--- src/rtl/sb_pkg.sv ---
package sb_pkg;

  // kind of an entry held in the queue (load fences are never stored)
  typedef enum logic [1:0] {
    K_ST = 2'd0,  // ordinary store, leaves through the cache port
    K_NT = 2'd1,  // non-temporal store, leaves through the write-combining port
    K_SF = 2'd2,  // store fence marker
    K_FF = 2'd3   // full fence marker
  } sb_kind_e;

  localparam int KIND_W = 2;

endpackage

--- src/rtl/sb_fifo.sv ---
module sb_fifo #(
  parameter int DEPTH = 8,
  parameter int W     = 66,
  localparam int PW   = (DEPTH > 1) ? $clog2(DEPTH) : 1,
  localparam int CW   = $clog2(DEPTH + 1)
) (
  input  logic          clk,
  input  logic          rst,
  input  logic          push,
  input  logic [W-1:0]  wdata,
  input  logic          pop,
  output logic [W-1:0]  rdata,
  output logic          full,
  output logic          empty,
  output logic [CW-1:0] count_nx
);

  logic [W-1:0]  mem [DEPTH];
  logic [PW-1:0] wp, rp;
  logic [CW-1:0] cnt;

  function automatic logic [PW-1:0] bump(input logic [PW-1:0] p);
    return (p == PW'(DEPTH - 1)) ? '0 : p + 1'b1;
  endfunction

  // storage without reset so it can map onto RAM resources
  always_ff @(posedge clk) begin
    if (push) mem[wp] <= wdata;
  end

  always_ff @(posedge clk) begin
    if (rst) begin
      wp  <= '0;
      rp  <= '0;
      cnt <= '0;
    end else begin
      if (push) wp <= bump(wp);
      if (pop)  rp <= bump(rp);
      cnt <= count_nx;
    end
  end

  assign count_nx = cnt + CW'(push) - CW'(pop);
  assign full     = (cnt == CW'(DEPTH));
  assign empty    = (cnt == '0);
  assign rdata    = mem[rp];

  // the enqueue gate never lets a push reach a full queue
  a_r8_no_overflow: assert property (@(posedge clk) disable iff (rst)
    push |-> !full);

  // the head controller only releases an entry that exists
  a_r1_no_underflow: assert property (@(posedge clk) disable iff (rst)
    pop |-> !empty);

  // occupancy never exceeds the depth
  a_r8_count_bound: assert property (@(posedge clk) disable iff (rst)
    cnt <= CW'(DEPTH));

endmodule

--- src/rtl/sb_nt_tracker.sv ---
module sb_nt_tracker #(
  parameter int MAX_NT = 8,
  localparam int NW    = $clog2(MAX_NT + 1)
) (
  input  logic          clk,
  input  logic          rst,
  input  logic          issue,
  input  logic          done,
  output logic          at_limit,
  output logic          zero,
  output logic [NW-1:0] cnt_nx
);

  logic [NW-1:0] cnt;
  logic          dec;

  assign dec    = done && (cnt != '0);
  assign cnt_nx = cnt + NW'(issue) - NW'(dec);

  always_ff @(posedge clk) begin
    if (rst) cnt <= '0;
    else     cnt <= cnt_nx;
  end

  assign at_limit = (cnt == NW'(MAX_NT));
  assign zero     = (cnt == '0);

  // the outstanding count stays within its limit
  a_r9_never_past_limit: assert property (@(posedge clk) disable iff (rst)
    cnt <= NW'(MAX_NT));

  // the head controller issues nothing while the limit is reached
  a_r9_no_issue_at_limit: assert property (@(posedge clk) disable iff (rst)
    at_limit |-> !issue);

endmodule

--- src/rtl/sb_head_ctl.sv ---
module sb_head_ctl
  import sb_pkg::*;
(
  input  logic     head_ok,
  input  sb_kind_e head_kind,
  input  logic     nt_zero,
  input  logic     nt_at_limit,
  input  logic     cache_accept,
  input  logic     wc_accept,
  output logic     cache_valid,
  output logic     wc_valid,
  output logic     pop,
  output logic     nt_issue,
  output logic     ff_retire
);

  always_comb begin
    cache_valid = 1'b0;
    wc_valid    = 1'b0;
    pop         = 1'b0;
    nt_issue    = 1'b0;
    ff_retire   = 1'b0;
    if (head_ok) begin
      case (head_kind)
        K_ST: begin
          cache_valid = 1'b1;
          pop         = cache_accept;
        end
        K_NT: begin
          wc_valid = !nt_at_limit;
          nt_issue = !nt_at_limit && wc_accept;
          pop      = !nt_at_limit && wc_accept;
        end
        K_SF: begin
          pop = nt_zero;
        end
        K_FF: begin
          pop       = nt_zero;
          ff_retire = nt_zero;
        end
        default: ;
      endcase
    end
  end

endmodule

--- src/rtl/sb_fence_gate.sv ---
module sb_fence_gate #(
  parameter int DEPTH = 8,
  localparam int CW   = $clog2(DEPTH + 1)
) (
  input  logic clk,
  input  logic rst,
  input  logic ff_in,
  input  logic ff_out,
  output logic load_permit
);

  logic [CW-1:0] ffc, ffc_nx;

  assign ffc_nx = ffc + CW'(ff_in) - CW'(ff_out);

  always_ff @(posedge clk) begin
    if (rst) begin
      ffc         <= '0;
      load_permit <= 1'b1;
    end else begin
      ffc         <= ffc_nx;
      load_permit <= (ffc_nx == '0);
    end
  end

  // a full fence can only retire if one was counted in
  a_r5_ff_no_underflow: assert property (@(posedge clk) disable iff (rst)
    ff_out |-> (ffc != '0));

endmodule

--- src/rtl/store_order_buf.sv ---
module store_order_buf
  import sb_pkg::*;
#(
  parameter int DEPTH  = 8,
  parameter int AW     = 32,
  parameter int DW     = 32,
  parameter int MAX_NT = 8
) (
  input  logic          clk,
  input  logic          rst,
  input  logic          enq_valid,
  output logic          enq_ready,
  input  logic [2:0]    enq_kind,
  input  logic [AW-1:0] enq_addr,
  input  logic [DW-1:0] enq_data,
  output logic          cache_valid,
  input  logic          cache_accept,
  output logic [AW-1:0] cache_addr,
  output logic [DW-1:0] cache_data,
  output logic          wc_valid,
  input  logic          wc_accept,
  output logic [AW-1:0] wc_addr,
  output logic [DW-1:0] wc_data,
  input  logic          wc_done,
  output logic          load_permit,
  output logic          drained
);

  localparam int W  = KIND_W + AW + DW;
  localparam int CW = $clog2(DEPTH + 1);
  localparam int NW = $clog2(MAX_NT + 1);

  logic          full, empty, push, pop;
  logic [W-1:0]  head;
  logic [CW-1:0] q_cnt_nx;
  logic          nt_zero, nt_at_limit, nt_issue, ff_retire;
  logic [NW-1:0] nt_cnt_nx;
  logic          enq_fire, ff_in;
  sb_kind_e      head_kind;

  assign enq_ready = !full;
  assign enq_fire  = enq_valid && enq_ready;
  // codes 4..7 are load fences: acknowledged, never stored
  assign push      = enq_fire && !enq_kind[2];
  assign ff_in     = push && (enq_kind[1:0] == 2'(K_FF));

  sb_fifo #(.DEPTH(DEPTH), .W(W)) u_fifo (
    .clk      (clk),
    .rst      (rst),
    .push     (push),
    .wdata    ({enq_kind[1:0], enq_addr, enq_data}),
    .pop      (pop),
    .rdata    (head),
    .full     (full),
    .empty    (empty),
    .count_nx (q_cnt_nx)
  );

  assign head_kind = sb_kind_e'(head[W-1 -: KIND_W]);

  sb_head_ctl u_head (
    .head_ok      (!empty),
    .head_kind    (head_kind),
    .nt_zero      (nt_zero),
    .nt_at_limit  (nt_at_limit),
    .cache_accept (cache_accept),
    .wc_accept    (wc_accept),
    .cache_valid  (cache_valid),
    .wc_valid     (wc_valid),
    .pop          (pop),
    .nt_issue     (nt_issue),
    .ff_retire    (ff_retire)
  );

  sb_nt_tracker #(.MAX_NT(MAX_NT)) u_nt (
    .clk      (clk),
    .rst      (rst),
    .issue    (nt_issue),
    .done     (wc_done),
    .at_limit (nt_at_limit),
    .zero     (nt_zero),
    .cnt_nx   (nt_cnt_nx)
  );

  sb_fence_gate #(.DEPTH(DEPTH)) u_gate (
    .clk         (clk),
    .rst         (rst),
    .ff_in       (ff_in),
    .ff_out      (ff_retire),
    .load_permit (load_permit)
  );

  assign cache_addr = head[DW +: AW];
  assign cache_data = head[DW-1:0];
  assign wc_addr    = head[DW +: AW];
  assign wc_data    = head[DW-1:0];

  always_ff @(posedge clk) begin
    if (rst) drained <= 1'b1;
    else     drained <= (q_cnt_nx == '0) && (nt_cnt_nx == '0);
  end

  // an offered store stays offered, unchanged, until the cache takes it
  a_r2_hold_until_accept: assert property (@(posedge clk) disable iff (rst)
    (cache_valid && !cache_accept) |=>
      (cache_valid && $stable(cache_addr) && $stable(cache_data)));

  // an offered non-temporal store is held until taken
  a_r3_nt_hold: assert property (@(posedge clk) disable iff (rst)
    (wc_valid && !wc_accept) |=> (wc_valid && $stable(wc_addr)));

  // accepting a full fence lowers the permit on the next cycle
  a_r5_ff_drops_permit: assert property (@(posedge clk) disable iff (rst)
    (enq_fire && enq_kind == 3'd3) |=> !load_permit);

  // without a new full fence the permit cannot fall
  a_r4_permit_stays_high: assert property (@(posedge clk) disable iff (rst)
    (load_permit && !(enq_fire && enq_kind == 3'd3)) |=> load_permit);

  // a drained buffer offers nothing on either port
  a_r11_drained_idle: assert property (@(posedge clk) disable iff (rst)
    drained |-> (!cache_valid && !wc_valid));

  // at most one entry leaves per clock
  a_r2_single_exit: assert property (@(posedge clk) disable iff (rst)
    $onehot0({cache_valid && cache_accept, nt_issue, ff_retire}));

endmodule

--- config.mk ---
export PLATFORM = sky130hd
export DESIGN_NAME = store_order_buf
export DESIGN_NICKNAME = d
export VERILOG_FILES = /design/src/rtl/sb_pkg.sv /design/src/rtl/sb_fifo.sv /design/src/rtl/sb_nt_tracker.sv /design/src/rtl/sb_head_ctl.sv /design/src/rtl/sb_fence_gate.sv /design/src/rtl/store_order_buf.sv
export SDC_FILE = /design/constraint.sdc
export NUM_CORES = 1
export LEC_CHECK = 0
export BUFFER_PORTS_ARGS = -buffer_cell sky130_fd_sc_hd__buf_2
export CAP_MARGIN = 25
export CORE_ASPECT_RATIO = 0.75
export CORE_MARGIN = 1.5
export CORE_UTILIZATION = 60
export CTS_CLUSTER_DIAMETER = 50
export DETAILED_ROUTE_END_ITERATION = 12
export GPL_ROUTABILITY_DRIVEN = 0
export PLACE_DENSITY = 0.9
export SLEW_MARGIN = 20
export SYNTH_ARGS = -nofsm -noshare
export SYNTH_HDL_FRONTEND = slang
export SYNTH_SLANG_ARGS = --single-unit
--- constraint.sdc ---
create_clock -name clk -period 12.95 [get_ports clk]
set_input_delay 0.6475 -clock clk [delete_from_list [all_inputs] [get_ports clk]]
set_output_delay 0.6475 -clock clk [all_outputs]
set_load 0.01 [all_outputs]
* After elaboration in Yosys (flattened, before gate mapping)
Memory sizes are Yosys's and may differ from the RTL's. A register that Yosys moved wholly into a read port is not among the register bits.
Cells that the tools add are included.
** Storage, ports and cells
- Register bits :: 20
- Latch bits :: 0
- RAM bits :: 528
- ROM bits :: 0
- Input bits :: 73
- Output and inout port bits :: 133
- Logic and storage cells :: 57
- Memories :: 1
** Operators by class
- Add/sub/neg operators :: 8
- $mul :: 0
- Divide/modulo/power cells :: 0
- Magnitude comparators :: 0
- Eq/ne operators :: 8
- Shift operators :: 0
- Mux-type cells :: 16
- Bitwise operators :: 0
- Reductions and logical operators :: 17
** Memories
- u_fifo.mem :: words 8, width 66, rd ports 1, clocked after Yosys merged registers in 1, wr ports 1, RTL line sb_fifo.sv:18 : logic [W-1:0] mem [DEPTH];
** Operator list (count)
- zero test 4 bit :: 5
- adder 4 x 1 -> 4 bit :: 3
- two-way mux 3 bit :: 4
- subtractor 4 x 1 -> 4 bit :: 3
- two-way mux 1 bit :: 11
- == test 4 bit, second input constant :: 2
- adder 3 x 1 -> 3 bit, second input constant :: 2
- == test 2 bit, second input constant :: 3
- == test 3 bit, second input constant :: 2
- logical AND 1 bit :: 6
- nonzero test 4 bit :: 1
- zero test 1 bit :: 3
- one-hot mux 1 bit (3 select lines) :: 1
- == test 2 x 1 -> 1 bit, second input constant :: 1
- zero test 2 bit :: 1
- OR reduction 2 bit :: 1

* Longest topological paths before layout
- Word-level depth :: 9
- Gate-level depth with buffers :: 15
- Depth with buffers taken out :: 15

* Cells and area by module
A second synthesis with hierarchy kept.
** Unflattened totals
- Cells, all modules :: 973
- Area total of the unflattened synthesis :: 21638.3 sq um
** Modules (own cells, without submodules)
- sb_fifo :: instances 1, cells each 837, area an instance 20470.9 sq um, sequential area each 16115.5 sq um
- store_order_buf :: instances 1, cells each 72, area an instance 546.8 sq um, sequential area each 20.0 sq um
- sb_nt_tracker :: instances 1, cells each 31, area an instance 294.0 sq um, sequential area each 80.1 sq um
- sb_fence_gate :: instances 1, cells each 27, area an instance 271.5 sq um, sequential area each 100.1 sq um
- sb_head_ctl :: instances 1, cells each 6, area an instance 55.1 sq um, sequential area each 0.0 sq um

* Worst setup path before layout
No wires, ideal clock.
- Path kind :: input to register
- From :: input enq_kind[2]
- To :: memory u_fifo.mem[0][0], enable pin
- Library setup time :: 654 ps
- Arrival :: 7226 ps
- Required time :: 12296 ps
- Path slack :: 5070 ps
- Stages on the path :: 2
- Buffers on the path :: 0
- Cell sequence :: nand3b_1 -> nor4_1
** Between the ends
- Longest elaborated chain between the ends :: 4
** RTL lines
- start, declared :: RTL line store_order_buf.sv:13 : input logic [2:0] enq_kind,
- zero test 1 bit :: RTL line store_order_buf.sv:44 : assign push = enq_fire && !enq_kind[2];
- logical AND 1 bit :: RTL line store_order_buf.sv:44
- two-way mux 1 bit :: RTL line sb_fifo.sv:28 : if (push) mem[wp] <= wdata;
- two-way mux 1 bit (implied by the code) :: RTL line sb_fifo.sv:28
- end, declared :: RTL line sb_fifo.sv:18
No other way between the ends.

==> results.toml <==
[status]
status = "complete, no violations"

[final_layout]
drive_above_1_share = 0.4202
final_core_util = 0.6828
finish.instance_area_um2 = 24400
ff_latch_area_um2 = 16330
final_cells = 1665
multi_input_area_um2 = 4644
nets = 1258
n_fill_cell = 2145
area_growth_pct = 12.71

[worst_setup_path]
crit_arrival_ns = 4.18
crit_chain = "buf_4, buf_16, buf_4, mux4_2, mux2_2, buf_2"
cpLargestDelayFamily = "buffers and inverters"
setup.worst_path.start_class = "register"
crit_path_frequent_cell = "buf_4"
cpMaxStageDelayCell = "dfxtp_4"
path_class = "register to primary output"
required_ns = 12.30
cpPeakStageDelay_ns = 0.91
r2r_slack_ns = 8.17
cp_max_fo = 43
critPathCaptureType = "primary output"
path_buf_inv = 4

[synthesis]
synth_seq_cells = 551
yosysTopAreaCellShare = 0.7324
synthCells = 990
yosysMostFrequentCell = "edfxtp_1"
synth_edf_count = 528
ys_async_sr_fraction = 0
ys_warn_count = 0
syn_nets = 1086
yosys_most_used_dff = "edfxtp_1"
synth_top_cell_by_area = "edfxtp_1"
seq_area_frac_synth = 0.7537
synth_area_leaders = "edfxtp_1 73%, mux4_2 14%, mux2_2 3.3%"
synth_common_cells = "528 x edfxtp_1, 132 x mux4_2, 64 x buf_4, 64 x mux2_2, 23 x dfxtp_1"
syn_area_um2 = 21650
yosysUniqueCellTypes = 38
syn_avg_cell_area_um2 = 21.87

[worst_hold_path]
hp-class = "primary input to register"

[cts]
clkTransAtPathRegs_ns = 0.07
root_buffer = "clkbuf_16"
numCtsBuffers = 48
cts_sinks = 551
cts.path.max_buffers = 3
cts_max_level = 2
clk_latency_ns = 0.57
postCtsSetupBuffers = 0
ctsHoldBuffers = 0
cts_tree = "done"
ctsResizeCount = 0

[power_and_ir_drop]
p_leak_nw = 8.078
powerDensity_nw_per_um2 = 190.8
ir_drop_mv = 0.1468

[timing]
rsz0062_at_grt = "no"
fin_crit_sh = 0.3726
finalMaxSlewViolations = 0
post-route-min-period_ns = 4.825
worst_pin_slew_ns = 0.9697
finalHoldViolations = 0
relSlewSlack = 0.3520
final.setup_skew_ns = 0.01558
setup_tns_ns = 0
fin_hold_ws_ns = 0.3449
max_freq_ghz = 0.2073
setup_viol = 0

[job]
cap_violations = 0

[routing]
drt-wirelength-per-cell_um = 24.90
vias = 9903
ant_nets = 0
drc_errors = 0
wl_um = 41460
via_per_inst = 5.948
drt_pass1_iterations = 5
drtIter0Drc = 780

[floorplanning]
die_w_um = 222.3
start_util = 0.6058
core_um2 = 35730
die_h_um = 167.5
rows = 60
die_area_um2 = 37240
io_pins = 206

[global_routing]
grt_first_pass_wirelength_um = 62430
first_global_vias = 10234
grt_usage = 0.2271
grt_max_degree = 78
antenna_found_initial = 7
grt-ovfl-total = 0

[placed_design]
placedCellCount = 1576
numPortBuffers = 205
dpl.hpwl_um = 22720
placed_area_um2 = 22830
## metal layers
metal	vias to the layer above	wire length (µm)	global-route usage
li1	4335	-	-
met1	5156	17020	0.3119
met2	350	21240	0.3834
met3	56	2551	0.04685
met4	6	607	0.04969
met5	-	43	0
## where the power goes
part / internal (mW) / switching, mW / leakage, nW / total [mW]
Sequential: 2.01 / 0.0798 / 4.96 / 2.09
Clock: 0.804 / 0.597 / 0.752 / 1.40
Combinational: 0.588 / 0.577 / 2.37 / 1.16
## path summary, 6_finish.rpt
kind | start | endpoint | cells after the start
hold reg to reg | u_fifo.wp[1] | u_fifo.wp[1] | 2
hold / removal | enq_addr[20] | u_fifo.mem[3][52] | 1
setup / recovery | register | cache_addr[10] | 6
setup reg to reg | register | drained | 14
## sequential cells by signal (all words and copies together), names as in the netlist, named ones only
name	flops
u_fifo.mem	528
u_fifo.cnt	4
u_gate.ffc	4
u_nt.cnt	4
u_fifo.rp	3
u_fifo.wp	3
drained	1
u_gate.load_permit	1
## per-stage QoR
step	total power, mW	setup slack, ns
floorplan	3.035	5.070
global placement	3.245	7.997
detailed placement	3.285	8.201
CTS	4.701	7.926
global route	4.855	7.735
finish	4.656	8.125
## logic make-up after synthesis
family | after synthesis | share of synthesized area
buf+inv | 124 | 0.03404
flops | 551 | 0.7537
fa+ha+maj | 23 | 0.01433
compound gates | 25 | 0.007572
xor+xnor | 7 | 0.002832
mux | 199 | 0.1730
simple gates | 61 | 0.01451
## layout make-up
class / count / area share
Antenna cell: 3 / 0.0003077
Clock buffer: 63 / 0.05323
Clock inverter: 22 / 0.009538
Inverter: 21 / 0.003231
Multi-Input combinational cell: 315 / 0.1903
Sequential cell: 551 / 0.6691
Tap cell: 465 / 0.02384
Timing Repair Buffer: 225 / 0.05036
## cell usage in the layout (no fill, tap or decap), drive strengths merged
| master | instances |
|---|---|
| o22ai | 3 |
| mux2 | 66 |
| bufinv | 5 |
| nand3b | 1 |
| clkbuf | 63 |
| and3 | 2 |
| nand3 | 2 |
| nand2 | 13 |
| buf | 225 |
| clkinv | 15 |
| diode | 3 |
| edfxtp | 528 |
| and2 | 1 |
| a21o | 3 |
| nor4 | 2 |
| a21oi | 10 |
| nor2 | 17 |
| nand2b | 7 |
| a21boi | 1 |
| mux4 | 132 |
| or2 | 1 |
| nor2b | 3 |
| mux2i | 1 |
| dfxtp | 23 |
| or3 | 2 |
| xnor2 | 3 |
| o21ai | 1 |
| or3b | 1 |
| ha | 20 |
| inv | 23 |
| nor3b | 1 |
| nor3 | 8 |
| a211o | 6 |
| xor2 | 4 |
| o21bai | 1 |
| fa | 3 |
Note: power is estimated with default switching activity, not from simulation.
